## src/rtl/pp_pkg.sv

```systemverilog
package pp_pkg;

    localparam logic [3:0] OPC_NOP  = 4'd0;
    localparam logic [3:0] OPC_LDI  = 4'd1;
    localparam logic [3:0] OPC_ADDI = 4'd2;
    localparam logic [3:0] OPC_LD   = 4'd3;
    localparam logic [3:0] OPC_ST   = 4'd4;
    localparam logic [3:0] OPC_JMP  = 4'd5;
    localparam logic [3:0] OPC_BZ   = 4'd6;
    localparam logic [3:0] OPC_BNZ  = 4'd7;

    typedef enum logic [1:0] {
        S_FILL    = 2'd0,
        S_EXEC    = 2'd1,
        S_MEMWAIT = 2'd2
    } pipe_state_e;

    typedef struct packed {
        logic ld;
        logic st;
        logic ldi;
        logic addi;
        logic jmp;
        logic bz;
        logic bnz;
    } dec_t;

    function automatic dec_t decode_op(input logic [3:0] code);
        dec_t d;
        d = '0;
        case (code)
            OPC_LD:   d.ld   = 1'b1;
            OPC_ST:   d.st   = 1'b1;
            OPC_LDI:  d.ldi  = 1'b1;
            OPC_ADDI: d.addi = 1'b1;
            OPC_JMP:  d.jmp  = 1'b1;
            OPC_BZ:   d.bz   = 1'b1;
            OPC_BNZ:  d.bnz  = 1'b1;
            default:  d = '0;
        endcase
        return d;
    endfunction

endpackage

```

## src/rtl/pp_fetch.sv

```systemverilog
module pp_fetch #(
    parameter int ADDR_W = 8
) (
    input  logic              clk,
    input  logic              rst,
    input  logic              f_gnt,
    input  logic              redirect,
    input  logic [ADDR_W-1:0] redirect_pc,
    output logic [ADDR_W-1:0] f_addr,
    output logic [ADDR_W-1:0] tag_pc
);
    localparam logic [ADDR_W-1:0] PC_STEP = ADDR_W'(1);

    logic [ADDR_W-1:0] pc_q;
    logic [ADDR_W-1:0] tag_q;

    // pc_q: next address to fetch; tag_q: address of word now on the memory output
    always_ff @(posedge clk) begin
        if (rst) begin
            pc_q  <= '0;
            tag_q <= '0;
        end else begin
            if (f_gnt) begin
                tag_q <= pc_q;
            end
            if (redirect) begin
                pc_q <= redirect_pc;
            end else if (f_gnt) begin
                pc_q <= pc_q + PC_STEP;
            end
        end
    end

    assign f_addr = pc_q;
    assign tag_pc = tag_q;

    AST_REDIRECT_TARGET: assert property (@(posedge clk) disable iff (rst)
        redirect |=> (f_addr == $past(redirect_pc)));

endmodule

```

## src/rtl/pp_arb.sv

```systemverilog
module pp_arb #(
    parameter int DATA_W = 16,
    parameter int ADDR_W = 8
) (
    input  logic              clk,
    input  logic              rst,
    input  logic [ADDR_W-1:0] f_addr,
    input  logic              ex_req,
    input  logic              ex_we,
    input  logic [ADDR_W-1:0] ex_addr,
    input  logic [DATA_W-1:0] ex_wdata,
    output logic              f_gnt,
    output logic              stall,
    output logic              mem_en,
    output logic              mem_we,
    output logic [ADDR_W-1:0] mem_addr,
    output logic [DATA_W-1:0] mem_wdata
);
    // Fetch wants the port every cycle; execute has priority.
    always_comb begin
        f_gnt     = !ex_req;
        stall     = ex_req;
        mem_en    = 1'b1;
        mem_we    = ex_req && ex_we;
        mem_addr  = ex_req ? ex_addr : f_addr;
        mem_wdata = ex_wdata;
    end

    AST_STALL_NOT_REPEATED: assert property (@(posedge clk) disable iff (rst)
        stall |=> !stall);

endmodule

```

## src/rtl/pp_exec.sv

```systemverilog
module pp_exec
    import pp_pkg::*;
#(
    parameter int DATA_W = 16,
    parameter int ADDR_W = 8
) (
    input  logic              clk,
    input  logic              rst,
    input  logic [DATA_W-1:0] rdata,
    input  logic [ADDR_W-1:0] tag_pc,
    output logic              ex_req,
    output logic              ex_we,
    output logic [ADDR_W-1:0] ex_addr,
    output logic [DATA_W-1:0] ex_wdata,
    output logic              redirect,
    output logic [ADDR_W-1:0] redirect_pc,
    output logic              retire,
    output logic [ADDR_W-1:0] retire_pc,
    output logic [DATA_W-1:0] acc
);
    localparam int OPF_W = 4;
    localparam int IMM_W = DATA_W - OPF_W;

    pipe_state_e       state_q, state_d;
    logic [DATA_W-1:0] ir_q;
    logic [ADDR_W-1:0] ir_pc_q;
    logic [DATA_W-1:0] acc_q;

    logic [DATA_W-1:0] word;
    logic [DATA_W-1:0] imm_sx;
    logic [ADDR_W-1:0] opnd_addr;
    dec_t              dec;
    logic              is_mem;
    logic              taken;

    // Instruction word: returned memory word in EXEC, held copy in MEMWAIT
    always_comb begin
        word      = (state_q == S_MEMWAIT) ? ir_q : rdata;
        dec       = decode_op(word[DATA_W-1 -: OPF_W]);
        imm_sx    = {{OPF_W{word[IMM_W-1]}}, word[IMM_W-1:0]};
        opnd_addr = word[ADDR_W-1:0];
        is_mem    = dec.ld || dec.st;
        taken     = (state_q == S_EXEC) &&
                    (dec.jmp || (dec.bz && (acc_q == '0)) ||
                     (dec.bnz && (acc_q != '0)));
    end

    // State register
    always_ff @(posedge clk) begin
        if (rst) begin
            state_q <= S_FILL;
        end else begin
            state_q <= state_d;
        end
    end

    // Next state
    always_comb begin
        state_d = state_q;
        unique case (state_q)
            S_FILL:    state_d = S_EXEC;
            S_EXEC: begin
                if (is_mem) begin
                    state_d = S_MEMWAIT;
                end else if (taken) begin
                    state_d = S_FILL;
                end else begin
                    state_d = S_EXEC;
                end
            end
            S_MEMWAIT: state_d = S_EXEC;
            default:   state_d = S_FILL;
        endcase
    end

    // Outputs
    always_comb begin
        ex_req      = 1'b0;
        ex_we       = 1'b0;
        ex_addr     = opnd_addr;
        ex_wdata    = acc_q;
        redirect    = 1'b0;
        redirect_pc = opnd_addr;
        retire      = 1'b0;
        retire_pc   = tag_pc;
        unique case (state_q)
            S_FILL: begin
                retire = 1'b0;
            end
            S_EXEC: begin
                ex_req   = is_mem;
                ex_we    = dec.st;
                retire   = !is_mem;
                redirect = taken;
            end
            S_MEMWAIT: begin
                retire    = 1'b1;
                retire_pc = ir_pc_q;
            end
            default: begin
                retire = 1'b0;
            end
        endcase
    end

    // Datapath: instruction copy and accumulator
    always_ff @(posedge clk) begin
        if (rst) begin
            ir_q    <= '0;
            ir_pc_q <= '0;
            acc_q   <= '0;
        end else begin
            if (state_q == S_EXEC) begin
                ir_q    <= rdata;
                ir_pc_q <= tag_pc;
                if (dec.ldi) begin
                    acc_q <= imm_sx;
                end else if (dec.addi) begin
                    acc_q <= acc_q + imm_sx;
                end
            end else if ((state_q == S_MEMWAIT) && dec.ld) begin
                acc_q <= rdata;
            end
        end
    end

    assign acc = acc_q;

    AST_MEM_RETIRES_NEXT: assert property (@(posedge clk) disable iff (rst)
        ex_req |=> retire);
    AST_FLUSH_BUBBLE: assert property (@(posedge clk) disable iff (rst)
        redirect |=> !retire);

endmodule

```

## src/rtl/prefetch_pipe.sv

```systemverilog
module prefetch_pipe #(
    parameter int DATA_W = 16,
    parameter int ADDR_W = 8
) (
    input  logic              clk,
    input  logic              rst,
    output logic              mem_en,
    output logic              mem_we,
    output logic [ADDR_W-1:0] mem_addr,
    output logic [DATA_W-1:0] mem_wdata,
    input  logic [DATA_W-1:0] mem_rdata,
    output logic              retire_valid,
    output logic [ADDR_W-1:0] retire_pc,
    output logic [DATA_W-1:0] acc_out,
    output logic              stall,
    output logic              flush
);
    logic              f_gnt;
    logic [ADDR_W-1:0] f_addr;
    logic [ADDR_W-1:0] tag_pc;
    logic              ex_req;
    logic              ex_we;
    logic [ADDR_W-1:0] ex_addr;
    logic [DATA_W-1:0] ex_wdata;
    logic              redirect;
    logic [ADDR_W-1:0] redirect_pc;

    pp_fetch #(.ADDR_W(ADDR_W)) u_fetch (
        .clk         (clk),
        .rst         (rst),
        .f_gnt       (f_gnt),
        .redirect    (redirect),
        .redirect_pc (redirect_pc),
        .f_addr      (f_addr),
        .tag_pc      (tag_pc)
    );

    pp_arb #(.DATA_W(DATA_W), .ADDR_W(ADDR_W)) u_arb (
        .clk       (clk),
        .rst       (rst),
        .f_addr    (f_addr),
        .ex_req    (ex_req),
        .ex_we     (ex_we),
        .ex_addr   (ex_addr),
        .ex_wdata  (ex_wdata),
        .f_gnt     (f_gnt),
        .stall     (stall),
        .mem_en    (mem_en),
        .mem_we    (mem_we),
        .mem_addr  (mem_addr),
        .mem_wdata (mem_wdata)
    );

    pp_exec #(.DATA_W(DATA_W), .ADDR_W(ADDR_W)) u_exec (
        .clk         (clk),
        .rst         (rst),
        .rdata       (mem_rdata),
        .tag_pc      (tag_pc),
        .ex_req      (ex_req),
        .ex_we       (ex_we),
        .ex_addr     (ex_addr),
        .ex_wdata    (ex_wdata),
        .redirect    (redirect),
        .redirect_pc (redirect_pc),
        .retire      (retire_valid),
        .retire_pc   (retire_pc),
        .acc         (acc_out)
    );

    assign flush = redirect;

    AST_STALL_NO_RETIRE: assert property (@(posedge clk) disable iff (rst)
        stall |-> !retire_valid);
    AST_FLUSH_ON_RETIRE: assert property (@(posedge clk) disable iff (rst)
        flush |-> retire_valid);
    AST_NO_STALL_AND_FLUSH: assert property (@(posedge clk) disable iff (rst)
        !(stall && flush));

endmodule

```

## config.mk

```make
export PLATFORM = sky130hd
export DESIGN_NAME = prefetch_pipe
export DESIGN_NICKNAME = d
export VERILOG_FILES = /design/src/rtl/pp_pkg.sv /design/src/rtl/pp_fetch.sv /design/src/rtl/pp_arb.sv /design/src/rtl/pp_exec.sv /design/src/rtl/prefetch_pipe.sv
export SDC_FILE = /design/constraint.sdc
export NUM_CORES = 1
export LEC_CHECK = 0
export BUFFER_PORTS_ARGS = -buffer_cell sky130_fd_sc_hd__buf_4
export CORE_MARGIN = 10
export CORE_UTILIZATION = 55
export DETAILED_ROUTE_END_ITERATION = 8
export GPL_ROUTABILITY_DRIVEN = 0
export PLACE_DENSITY_LB_ADDON = 0.15
export SYNTH_ARGS = -nofsm -noshare
export SYNTH_HDL_FRONTEND = slang
export SYNTH_SLANG_ARGS = --single-unit
```

## constraint.sdc

```tcl
create_clock -name clk -period 4.6 [get_ports clk]
set_input_delay 0.46 -clock clk [delete_from_list [all_inputs] [get_ports clk]]
set_output_delay 0.46 -clock clk [all_outputs]
set_load 0.02 [all_outputs]
```

Word-level counts from Yosys, hierarchy flattened --
Index checks and enable logic that the tools add are counted.
Word-level totals: input port bits 18, word-level logic and storage cells 57, flip-flop bits (word level) 58, output and inout bits 53
Cells by class: add/subtract/negate cells 2, reductions and logical operators 15, multiplexer cells 23, eq/ne operators 11
Operator list (count):
- 2-to-1 mux 16 bit | 5
- 2-to-1 mux 8 bit | 4
- adder 16 bit | 1
- == test 4 x 3 -> 1 bit (second input constant) | 4
- logical NOT 16 bit | 1
- nonzero test 16 bit | 1
- 2-to-1 mux 1 bit | 11
- adder 8 x 1 -> 8 bit (second input constant) | 1
- == test 4 x 2 -> 1 bit (second input constant) | 2
- logical AND 1 bit | 5
- == test 4 x 1 -> 1 bit (second input constant) | 1
- one-hot mux 2 bit (2 select lines) | 1
- logical OR 1 bit | 3
- inequality test 3 x 1 -> 1 bit (second input constant) | 1
- == test 2 x 1 -> 1 bit (second input constant) | 1
- == test 2 bit (second input constant) | 1
- logical NOT 2 bit | 1
- 2-to-1 mux 2 bit | 1
- inequality test 2 bit (second input constant) | 1
- one-hot mux 1 bit (2 select lines) | 1
- AND reduction 2 bit | 1
- nonzero test 2 bit | 1
- OR reduction 2 bit | 1
- logical NOT 1 bit | 1

Longest topological paths before layout --
depth in word-level cells 11, mapped depth 16, depth with buffers taken out 13

By module --
From an unflattened synthesis, not the netlist that was laid out.
Second synthesis, totals: cell total of the unflattened synthesis 500, area total of the unflattened synthesis 4320.4 µm²
By module, submodules not included:
- pp_exec | area an instance 3328.2 µm², seq. area each 840.8 µm², cells an instance 392, times used 1
- pp_fetch | area an instance 710.7 µm², seq. area each 320.3 µm², cells an instance 78, times used 1
- pp_arb | area an instance 281.5 µm², seq. area each 0.0 µm², cells an instance 30, times used 1

Least setup slack after synthesis --
No wires, ideal clock.
kind register -> register, from register u_exec.state_q[0], to register u_exec.acc_q[10] (netlist: u_exec.acc[10]), period minus slack after synthesis 3.110 ns, setup slack 1.490 ns, setup time 0.074 ns, path buffers 3, cell stages (with the launch flop) 17, data arrival time 3.036 ns, required time 4.526 ns, cell sequence dfxtp_1 inv_1 ha_1 buf_6 buf_4 buf_2 mux2i_1 inv_1 ha_1 inv_1 fa_1 nand2b_1 a21oi_1 o21ai_0 a2111oi_0 nor3b_1 o21ai_0
Between the ends: longest elaborated chain between the ends 7, elaborated cells between the ends (all ways) 17, classes of those cells add/sub: 1; eq/ne: 6; mux: 7; reduce/logical: 3
Ends and longest elaborated chain:
- start, declared | line pp_exec.sv:24 | pipe_state_e state_q, state_d;
- start signal, assigned | line pp_exec.sv:53 | state_q <= state_d;
- parallel branches: the longest is 7 deep, another holds adder 16 bit
- end signal, assigned | line pp_exec.sv:117 | acc_q <= imm_sx;
- end signal, assigned | line pp_exec.sv:119 | acc_q <= acc_q + imm_sx;
- end signal, assigned | line pp_exec.sv:122 | acc_q <= rdata;
- end, declared | line pp_exec.sv:27 | logic [DATA_W-1:0] acc_q;
Parallel ways; which one is timed is not known. The select of a mux whose other input is x is not followed. A chain may end at the register's enable or synchronous reset.

Worst setup path after layout --
from register u_exec.state_q[0], to output port mem_addr[2]
Between the ends: longest elaborated chain between the ends 7, elaborated cells between the ends (all ways) 10, classes of those cells eq/ne: 4; mux: 5; reduce/logical: 1
Ends and longest elaborated chain:
- == test 2 bit | line pp_exec.sv:38 | word = (state_q == S_MEMWAIT) ? ir_q : rdata;
- 2-to-1 mux 16 bit | line pp_exec.sv:38
- == test 4 x 2 -> 1 bit or == test 4 x 3 -> 1 bit (tied branches) | line pp_pkg.sv:31 | case (code)
- 2-to-1 mux 1 bit | line pp_pkg.sv:31
- logical OR 1 bit | line pp_exec.sv:42 | is_mem = dec.ld || dec.st;
- 2-to-1 mux 1 bit | line pp_exec.sv:86 | unique case (state_q)
- 2-to-1 mux 8 bit (*) | line pp_arb.sv:25 | mem_addr = ex_req ? ex_addr : f_addr;
- end, declared | line prefetch_pipe.sv:9 | output logic [ADDR_W-1:0] mem_addr,
Every way passes the cells marked *; elsewhere a longest branch is shown, timed or not.

==> reports/metrics.yaml <==
fp.dieW_um: 106
path_depth: 10
cts.repair.resized: 0
rsz0062_at_grt: "no"
cts_buffers: 9
ios: 71
crit_fanout: 23
dpl_cell_area_sq_um: 4550
power_frac_comb_pct: 22.5
finalSetupTns_ps: 0
fin_crit_sh_pct: 76.6
avgSynthCellArea_sq_um: 8.28
drtAntennaViolNets: 0
core_sq_um: 7250
insertion_delay_ps: 340
grt_antenna_before_repair: 0
critPathLaunchType: "flip-flop"
synthesis.nets: 537
critPathRequiredTime_ps: 4140
cts_tree: "done"
relSlewSlack_pct: 35.7
worst_pin_slew_ps: 959
grt-ovfl-total: 0
drv_slew: 0
synth_top_area_share_pct: 28.3
hold_path.class: "input pin to flip-flop"
cts-hold-fix-buffers: 0
finalInstanceArea_sq_um: 4800
swShare_pct: 30.3
dr.pass1.iters: 5
synth_seq_cells: 58
p_sw_w: 0.000449
yosys-top-cells-area: "dfxtp_1, mux2i_1, ha_1"
critPathLaunch: "u_exec.state_q[0]"
skew_ps: 12.5
grt_pass1_wl_um: 18100
total_leakage_power_nw: 2.06
cpMaxStageDelayCell: "o21ai_2"
internal_power_w: 0.00103
totalWireLength_um: 11000
whs_ps: 374
cellPowerDensity_nw_per_um2: 309
netlist_area_sq_um: 4110
outcome: "complete, no violations"
cap_violations: 0
syn_inst: 496
ys_warn_count: 0
viasPerCell: 5.98
htree_levels: 3
r2r_cells: 14
worstSetupPathType: "flip-flop to output pin"
diodes: 0
p_clk_share_pct: 40.0
yosysTopAreaCell: "dfxtp_1"
rows: 31
drive_above_1_share_pct: 22.7
nFillCells: 632
die_h_um: 106
path_cells: "inv_1 -> ha_1 -> buf_4 -> mux2_4 -> o211a_1 -> o21ai_2 -> inv_2 -> nand2_1 -> nand2_1 -> buf_4"
fin_nets: 582
max_stage_delay_ps: 680
period_needed_ps: 3520
p_seq_share_pct: 37.5
yosysMostFrequentCell: "dfxtp_1"
synth-edff-count: 0
async_flop_share_pct: 0
finalHoldViolations: 0
peakVddDrop_v: 0.000222
clkTransAtPathRegs_ps: 80
synthFlopType: "dfxtp_1"
grtUsageTotal_pct: 19.0
final_util_pct: 66.1
whs_path_depth: 3
die-area_sq_um: 11300
hpwl_um: 8140
fmax_ghz: 0.284
grt_pass1_vias: 3717
setup_viol: 0
cts_num_sinks: 58
avgRoutedWirePerCell_um: 17.1
critPathArrivalTime_ps: 3060
critPathTopFamily: "compound AO/OA/AOI/OAI gates"
initial_utilization_pct: 56.6
cts_setup_buffers: 0
area_delta_synth_final_pct: 16.8
clk_path_buf_depth: 2
synth_commonest_cells: "dfxtp_1, nor2_1, nand2_1, mux2i_1, a21oi_1"
grt_max_degree: 54
worstReg2RegStart: "u_exec.state_q[0]"
cts_root_buf: "clkbuf_8"
cp.buffers_inverters: 4
endpoint_kind: "output pin"
hp-start: "mem_rdata[9]"
drt_iter0_markers: 246
dr_total_vias: 3860
ys_seq_area_share_pct: 28.3
io_buffer_count: 69
drc_errors: 0
synth.distinct_cells: 72
## worst reg2reg max path: stages, from the launching register on
cell       delay (ps)
dfxtp_1           380
inv_1              80
ha_1              210
buf_4             230
mux2i_1           190
inv_1             110
ha_1              200
inv_1              70
fa_1              400
nand2b_1          190
a21oi_1           310
o21ai_0           220
a2111oi_0         410
nor3b_1           100
o21ai_0           160
## stage by stage
stage               instances  worst slack, ps  power, W
floorplan                 496             1490  0.000802
global placement          629             1480  0.000892
detailed placement        629             1320  0.000897
CTS                       645             1070   0.00149
global route              645              866   0.00154
finish                    645             1080   0.00148
## routing by layer
layer / global-route usage, % / share of wire, %
met5: 0 / 0
met4: 4.55 / 0.94
met3: 5.43 / 6.1
met2: 32.0 / 49
met1: 23.4 / 44
## worst paths after layout
kind                                     endpoint  slack, ps
worst max register to register     u_exec.acc[10]       1280
worst min-delay path               u_exec.ir_q[9]        370
worst min register to register  u_fetch.tag_pc[2]        480
worst max-delay path                  mem_addr[2]       1080
## cell usage in the layout, fill, tap and decap left out, types with 4 or more instances in the layout
| master | synthesis | final |
|---|---|---|
| a211oi_1 | 12 | 12 |
| mux2_2 | 15 | 15 |
| ha_1 | 22 | 21 |
| nor3_1 | 8 | 8 |
| nor3b_1 | 5 | 5 |
| and3_1 | 6 | 6 |
| buf_4 | 19 | 73 |
| a21o_1 | 6 | 6 |
| mux2i_1 | 35 | 35 |
| a31oi_1 | 10 | 10 |
| inv_1 | 16 | 16 |
| nand3_1 | 9 | 9 |
| o21a_1 | 4 | 4 |
| o211ai_1 | 6 | 6 |
| nand2_1 | 49 | 49 |
| xnor2_1 | 5 | 5 |
| xor2_1 | 6 | 6 |
| a21oi_1 | 32 | 32 |
| nor2_1 | 50 | 50 |
| o21ai_0 | 24 | 24 |
| dfxtp_1 | 58 | 58 |
| nor4_1 | 5 | 5 |
| clkbuf_8 | 0 | 9 |
| or3_1 | 5 | 5 |
## power by group through the flow
stage               Combinational [W]  Clock [W]  Sequential (W)
detailed placement           0.000330          0        0.000567
floorplan                    0.000236          0        0.000566
global route                 0.000364   0.000618        0.000560
finish                       0.000333   0.000593        0.000556
CTS                          0.000333   0.000600        0.000555
global placement             0.000327          0        0.000565
## logic make-up after synthesis
family	synth area share [%]
muxes	13.4
adders and majority gates	7.19
AOI/OAI and AO/OA	20.3
other	0.0913
xor gates and xnor gates	2.35
buffers and inverters	7.31
and+or+nand+nor	21.1
DFF	28.3
## final cells by class
| class | instances | area (sq um) | area share (%) |
|---|---|---|---|
| multi-input cells | 381 | 2650 | 55.2 |
| inverters | 18 | 67.6 | 1.41 |
| clock inverters | 7 | 125 | 2.61 |
| well taps | 99 | 124 | 2.58 |
| clock buffers | 9 | 124 | 2.58 |
| repair buffers | 73 | 548 | 11.4 |
| flip-flops and latches | 58 | 1160 | 24.2 |
## sequential cells by signal (all words and copies together), names as in the netlist
name	count
u_exec.state_q	2
u_fetch.tag_pc	8
u_fetch.f_addr	8
u_exec.ir_pc_q	8
u_exec.ir_q	16
u_exec.acc	16
Power figures use the tool's default switching activity.
